`config.mk`:
```
export PLATFORM = sky130hd
export DESIGN_NAME = sd_status_tracker
export DESIGN_NICKNAME = d
export VERILOG_FILES = /design/src/rtl/sdst_pkg.sv /design/src/rtl/sdst_sync.sv /design/src/rtl/sdst_flag.sv /design/src/rtl/sdst_busy.sv /design/src/rtl/sd_status_tracker.sv
export SDC_FILE = /design/constraint.sdc
export NUM_CORES = 1
export LEC_CHECK = 0
export ABC_AREA = 1
export BUFFER_PORTS_ARGS = -buffer_cell sky130_fd_sc_hd__buf_2
export CORE_AREA = 2 2 39 41
export DETAILED_ROUTE_END_ITERATION = 8
export DIE_AREA = 0 0 41 43
export PLACE_DENSITY_LB_ADDON = 0.1
export SLEW_MARGIN = 20
export SYNTH_ARGS = -nofsm -noshare
export SYNTH_HDL_FRONTEND = slang
export SYNTH_SLANG_ARGS = --single-unit
```
`constraint.sdc`:
```
create_clock -name clk -period 1.3 [get_ports clk]
set_clock_uncertainty 0.1 [all_clocks]
set_input_delay 0.065 -clock clk [delete_from_list [all_inputs] [get_ports clk]]
set_output_delay 0.065 -clock clk [all_outputs]
set_load 0.005 [all_outputs]
```
`src/rtl/sdst_pkg.sv`:
```
// Shared constants for the SD status tracker: status bit positions and reset image.
package sdst_pkg;
    localparam int STATUS_W   = 8;
    localparam int NUM_EVFLAG = 5;     // flags driven purely by set/clear strobes
    localparam int B_CMDRDY   = 0;
    localparam int B_RXRDY    = 1;
    localparam int B_TXRDY    = 2;
    localparam int B_BLKEND   = 3;
    localparam int B_XFERACT  = 4;
    localparam int B_NOTBUSY  = 5;
    // Reset values of the event flags, indexed by bit position 0..4.
    localparam logic [NUM_EVFLAG-1:0] EVFLAG_RST = 5'b00101;
endpackage

```
`src/rtl/sdst_sync.sv`:
```
// Multi-stage synchroniser for an asynchronous level.
// Assumes: the input is a slow level; the chain resets to RST_VAL.
module sdst_sync #(
    parameter int   STAGES  = 2,
    parameter logic RST_VAL = 1'b1
) (
    input  logic clk,
    input  logic rst_n,
    input  logic d,
    output logic q
);
    logic [STAGES-1:0] chain;

    // Shift the sampled level through the chain.
    always_ff @(posedge clk) begin
        if (!rst_n) chain <= {STAGES{RST_VAL}};
        else        chain <= {chain[STAGES-2:0], d};
    end

    assign q = chain[STAGES-1];
endmodule

```
`src/rtl/sdst_flag.sv`:
```
// One status flag with a set strobe and a clear strobe; set has priority.
// Assumes: strobes are one cycle wide and synchronous to clk.
module sdst_flag #(
    parameter logic RST_VAL = 1'b0
) (
    input  logic clk,
    input  logic rst_n,
    input  logic set,
    input  logic clr,
    output logic q
);
    // Update the flag; set beats clear so no event is lost.
    always_ff @(posedge clk) begin
        if (!rst_n)   q <= RST_VAL;
        else if (set) q <= 1'b1;
        else if (clr) q <= 1'b0;
    end
endmodule

```
`src/rtl/sdst_busy.sv`:
```
// Card-not-busy tracker: cleared at response end, then set once the
// synchronised DAT0 is seen high (card has released the busy hold).
// Assumes: dat_hi is already synchronised to clk.
module sdst_busy (
    input  logic clk,
    input  logic rst_n,
    input  logic dat_hi,
    input  logic rsp_end,
    output logic notbusy
);
    logic armed;

    // Arm on response end; release when DAT0 reads high while armed.
    always_ff @(posedge clk) begin
        if (!rst_n) begin
            armed   <= 1'b0;
            notbusy <= 1'b1;
        end else if (rsp_end) begin
            armed   <= 1'b1;
            notbusy <= 1'b0;
        end else if (armed && dat_hi) begin
            armed   <= 1'b0;
            notbusy <= 1'b1;
        end
    end

    // a response end always drops the flag on the next edge
    assert_rsp_clears_R8: assert property (@(posedge clk) disable iff (!rst_n)
        rsp_end |=> !notbusy);
    // armed and line released without a new response sets the flag
    assert_release_sets_R9: assert property (@(posedge clk) disable iff (!rst_n)
        (armed && dat_hi && !rsp_end) |=> notbusy);
    // a set flag never drops without a response end
    assert_hold_R9: assert property (@(posedge clk) disable iff (!rst_n)
        (notbusy && !rsp_end) |=> notbusy);
endmodule

```
`src/rtl/sd_status_tracker.sv`:
```
// SD host status tracker top: five event flags plus the DAT0 busy tracker,
// packed into an 8-bit status word.
// Assumes: all strobes are single-cycle pulses in the clk domain; dat0 is async.
module sd_status_tracker
    import sdst_pkg::*;
#(
    parameter int SYNC_STAGES = 2
) (
    input  logic                clk,
    input  logic                rst_n,
    input  logic                dat0,
    input  logic                cmd_sent,
    input  logic                rsp_end,
    input  logic                xfer_start,
    input  logic                crc16_done,
    input  logic                crc_token,
    input  logic                tx_word_out,
    input  logic                rx_word_in,
    input  logic                status_rd,
    input  logic                cmd_reg_wr,
    input  logic                tx_reg_wr,
    input  logic                rx_reg_rd,
    output logic [STATUS_W-1:0] status
);
    localparam int PAD_W = STATUS_W - NUM_EVFLAG - 1;

    logic [NUM_EVFLAG-1:0] set_v, clr_v, flag_q;
    logic dat_hi, notbusy;

    // Route event strobes to their flag slots by bit position.
    always_comb begin
        set_v = '0;
        clr_v = '0;
        set_v[B_CMDRDY]  = cmd_sent;    clr_v[B_CMDRDY]  = cmd_reg_wr;
        set_v[B_RXRDY]   = rx_word_in;  clr_v[B_RXRDY]   = rx_reg_rd;
        set_v[B_TXRDY]   = tx_word_out; clr_v[B_TXRDY]   = tx_reg_wr;
        set_v[B_BLKEND]  = crc_token;   clr_v[B_BLKEND]  = status_rd;
        set_v[B_XFERACT] = xfer_start;  clr_v[B_XFERACT] = crc16_done;
    end

    for (genvar i = 0; i < NUM_EVFLAG; i++) begin : g_flag
        sdst_flag #(.RST_VAL(EVFLAG_RST[i])) u_flag (
            .clk(clk), .rst_n(rst_n),
            .set(set_v[i]), .clr(clr_v[i]), .q(flag_q[i])
        );
    end

    sdst_sync #(.STAGES(SYNC_STAGES), .RST_VAL(1'b1)) u_sync (
        .clk(clk), .rst_n(rst_n), .d(dat0), .q(dat_hi)
    );

    sdst_busy u_busy (
        .clk(clk), .rst_n(rst_n), .dat_hi(dat_hi),
        .rsp_end(rsp_end), .notbusy(notbusy)
    );

    assign status = {{PAD_W{1'b0}}, notbusy, flag_q};

    // upper bits read zero
    always_comb assert_pad_zero_R2: assert (status[STATUS_W-1:B_NOTBUSY+1] == '0);
    // first cycle after reset shows the idle image
    assert_reset_image_R1: assert property (@(posedge clk)
        !rst_n |=> status == 8'h25);
    // command write without a send clears command-ready
    assert_cmd_clear_R3: assert property (@(posedge clk) disable iff (!rst_n)
        (cmd_reg_wr && !cmd_sent) |=> !status[B_CMDRDY]);
    // every CRC token leaves block-end set, even against a status read
    assert_blk_set_wins_R6: assert property (@(posedge clk) disable iff (!rst_n)
        crc_token |=> status[B_BLKEND]);
    // a status read without a token clears block-end
    assert_blk_rd_clear_R6: assert property (@(posedge clk) disable iff (!rst_n)
        (status_rd && !crc_token) |=> !status[B_BLKEND]);
    // transfer start raises transfer-active
    assert_xfer_set_R7: assert property (@(posedge clk) disable iff (!rst_n)
        xfer_start |=> status[B_XFERACT]);
    // a receive word raises receive-ready
    assert_rx_set_R4: assert property (@(posedge clk) disable iff (!rst_n)
        rx_word_in |=> status[B_RXRDY]);
    // a transmit write without a send clears transmit-ready
    assert_tx_clear_R5: assert property (@(posedge clk) disable iff (!rst_n)
        (tx_reg_wr && !tx_word_out) |=> !status[B_TXRDY]);
endmodule

```
# After elaboration in Yosys (flattened, before gate mapping)
# Index checks and enable logic that the tools add are counted.
# Widths: inputs -> output; s select.
# op_classes
addsub	0
mul	0
n_div	0
order_cmp	0
eq_ne	0
n_shift	0
muxes	10
bitwise_logic	1
reduce_logical	7
# ops
operator	n
$mux 1	10
$reduce_bool 2->1	4
$reduce_or 2->1	2
$logic_and 1x1->1	1
$not 1->1	1
# word_totals
regBits	9
latchBits	0
mem_bits_rw	0
rom_bits	0
inputBits	14
out_inout_bits	8
word_cells	26
memories	0

# Logic depth before layout (Yosys ltp)
# depth
word_depth	3
depth_mapped	4
depth_no_buf	4

# Modules after synthesis
# A second synthesis with hierarchy kept.
# unflattened
hier_cells	52
area_unflattened_um2	377.9
# by_module_without_submodules
module	n_inst	cells_per_inst	area_per_inst_um2	seq_area_each_um2
sdst_flag (g_flag[1].u_flag ...)	3	6	43.8	20.0
sdst_busy	1	12	82.6	40.0
sdst_flag (g_flag[0].u_flag ...)	2	6	41.3	20.0
sdst_sync	1	6	55.1	40.0
sd_status_tracker	1	4	26.3	0.0

# Worst setup path after synthesis
# No wires, ideal clock.
# synth_path
kind	reg2reg
startpoint	register u_sync.chain[0]
endpoint	register u_sync.chain[1]
setup_time_ps	120
t_arrival_ps	470
required_ps	1080
slack_ps	610
path_stages_with_launch	2
path_buffers	0
period_less_slack_ps	690
cell_sequence	dfxtp_1 or2_1
# synth_lines
item	line	rtl
start: declaration	sdst_sync.sv:12	logic [STAGES-1:0] chain;
start signal: assignment	sdst_sync.sv:16	if (!rst_n) chain <= {STAGES{RST_VAL}};
start signal: assignment	sdst_sync.sv:17	else chain <= {chain[STAGES-2:0], d};
# No word-level cell between the ends.

# Worst setup path after layout
# layout_path
startpoint	input port rst_n
endpoint	register u_busy.notbusy
# layout_lines
item	line	rtl
start: declaration	sd_status_tracker.sv:10	input logic rst_n,
end signal: assignment	sdst_busy.sv:17	notbusy <= 1'b1;
end signal: assignment	sdst_busy.sv:20	notbusy <= 1'b0;
end signal: assignment	sdst_busy.sv:23	notbusy <= 1'b1;
end: declaration	sdst_busy.sv:9	output logic notbusy
# No word-level cell between the ends.

==> metrics.md <==
| Metric | Value |
|---|---|
| Status | `finished, final reports clean` |
| Seq/Total Area, Yosys | `48.81%` |
| Met2 WL | `roughly 350 um` |
| Total power | `roughly 0.60 mW` |
| Worst Path Required | `roughly 1.4 ns` |
| Fin crit period | `1.239 ns` |
| Ys Warns | `0` |
| Fin. max-slew vios | `0` |
| Unrepaired setup endpoints after global routing | `no` |
| Area of the mapped netlist | `between 300 and 400 sq um` |
| Startpoint types | `input pin` |
| Critical path arrival | `approximately 1.3 ns` |
| Vias in the first global route | `around 300` |
| Core footprint | `around 0.0014 sq mm` |
| Initial Util | `26.67%` |
| DRC | `0` |
| Ratio of cells with drive above 1 in the final layout | `between 20% and 30%` |
| Crit path capture type | `register` |
| CP Max Fanout | `2` |
| Placed cell area | `approximately 430 sq um` |
| Vias | `around 340` |
| Drt wl/cell | `7.181 um` |
| Area of the die | `between 0.0015 and 0.002 sq mm` |
| Total gr overflow | `0` |
| Flops & latches, synth | `9` |
| Final net count | `between 90 and 100` |
| M1 WL | `approximately 270 um` |
| Kind of critical path | `input pin to register` |
| Period utilization | `a little over nine tenths` |
| DPL Wire Length | `454.5 um` |
| Worst reg2reg path endpoint | `u_busy.notbusy` |
| Gr usage total | `9.658%` |
| Cells after DPL | `76` |
| Drt via density | `roughly 3.6` |
| DR pass1 iterations | `1` |
| Routed WL | `a little under 700 um` |
| Total of max-cap violations | `0` |
| Hold path startpoint | `u_sync.chain[0]` |
| Clk slew on worst S/H paths | `approximately 0.060 ns` |
| Post-CTS sizing | `0` |
| Fin. Hold Viols | `0` |
| Setup WS pre-CTS | `around 0.6 ns` |
| Ant. Diodes | `0` |
| Hold endpoint | `u_sync.chain[1]` |
| CTS Buf Count | `3` |
| Pwr/cell area | `~1000 mW/mm^2` |
| RR Startpoint | `u_sync.chain[1]` |
| Tightest Hold Check Type | `register to register` |
| Area growth syn-to-layout | `61.02%` |
| CTS H-tree lvls | `1` |
| WHS | `approximately 0.3 ns` |
| # IOs | `22` |
| Clock latency on the worst-skew pair | `around 0.26 ns` |
| Antenna-violating nets left | `0` |
| CTS tree | `done` |
| Rows | `14` |
| Syn Area/Cell | `about 7.7 sq um` |
| Highest metal used | `met3` |
| Die width | `slightly above 40 um` |
| Clk sinks | `9` |
| Die height | `43 um` |
| Met3 Routed Length | `between 50 and 60 um` |
| Fmax | `a little over 0.8 GHz` |
| Initial antenna violation count | `0` |
| Largest net degree at the start of global routing | `9` |
| Max IR drop VDD | `about 0.60 mV` |
| Setup TNS | `0 ns` |
| Post-layout util | `42.95%` |
| Synthesized instance count | `48` |
| Leak | `0.3322 nW` |
| I/O Buffers | `19` |
| Final std cells w/o fill | `94` |
| Final Instance Area | `approximately 590 sq um` |
| Root buffer selected by CTS | `clkbuf_4` |
| Max Buffers Root-to-Sink | `2` |
| First-pass GRT wire length | `roughly 1100 um` |
| Routability-driven placement congestion ratio | `~0.58` |
| PnR worst setup slack | `0.06116 ns` |
| Worst reg-to-reg setup slack | `around 0.070 ns` |
| Hold Path Depth | `1` |
| Initial DRC count | `0` |
| Synth unique cells | `10` |
| Worst r2r path cells | `5` |
| Endpoints failing setup | `0` |
power by group:
group          switching, mW  total (mW)  internal, mW
registers            0.00652       0.298         0.292
clock network         0.0902       0.208         0.118
logic                 0.0301      0.0887        0.0586
critical path: stages:
cell and delay (ns):
dlygate4sd3_1 0.52, buf_2 0.12, nand2_1 0.05, dlygate4sd3_1 0.54
area by class of cell:
type / instances / area [sq um]
Clock buffer: 4 / 26.28
Fill cell: 147 / 789.5
Inverter: 12 / 45.04
Multi-Input combinational cell: 20 / 87.58
Sequential cell: 9 / 180.2
Tap cell: 16 / 20.02
Timing Repair Buffer: 33 / 235.2
cells in the final DEF, fill, tap and decap left out:
cell type / instances
buf_2: 19
a21oi_1: 4
conb_1: 2
nor2_1: 2
dlygate4sd3_1: 14
or2_1: 2
inv_1: 11
dfxtp_1: 9
clkbuf_4: 3
clkbuf_1: 1
o21ai_0: 2
inv_2: 1
nand2_1: 8
sequential cells by signal, summed over array words and instances, names as in the netlist:
| signal | count |
|---|---|
| u_busy.notbusy | 1 |
| g_flag.u_flag.q | 5 |
| u_busy.armed | 1 |
| u_sync.chain | 2 |
synthesized netlist by cell type:
cell / instances / area share (%)
conb_1: 1 / 1.0
nor2_1: 2 / 2.0
or2_1: 2 / 3.4
buf_4: 8 / 16
nand2_1: 8 / 8.1
o21ai_0: 2 / 2.7
inv_1: 11 / 11
a21oi_1: 4 / 5.4
dfxtp_1: 9 / 49
inv_2: 1 / 1.0
worst max-delay path by stage:
stage                    startpoint               to  slack, ns  cells past startpoint
global placement    u_sync.chain[0]  u_sync.chain[1]       0.61                      1
finish                        rst_n   u_busy.notbusy       0.06                      4
floorplan           u_sync.chain[0]  u_sync.chain[1]       0.61                      1
detailed placement  u_sync.chain[0]  u_sync.chain[1]       0.60                      1
CTS                  u_busy.notbusy   u_busy.notbusy       0.06                      5
global route           u_busy.armed   u_busy.notbusy       0.02                      5
metal layers:
metal,global-route usage (%),vias up
met5,0,-
met4,4.000,0
met3,7.853,0
met2,15.31,11
met1,8.414,144
li1,-,186
what timing repair did:
action                    CTS  global route
buffers inserted            0             0
hold endpoints to repair    8             0
hold buffers               14             0
cells by family (layout without fill, tap and decap cells):
kind of cell    count (synthesis)  after routing  synth area share (%)
buf+inv                        20             49                 28.47
simple gates                   12             12                 13.56
flops                           9              9                 48.81
compound gates                  6              6                 8.136
other cells                     1              2                 1.016
Note: power is estimated with default switching activity, not from simulation.
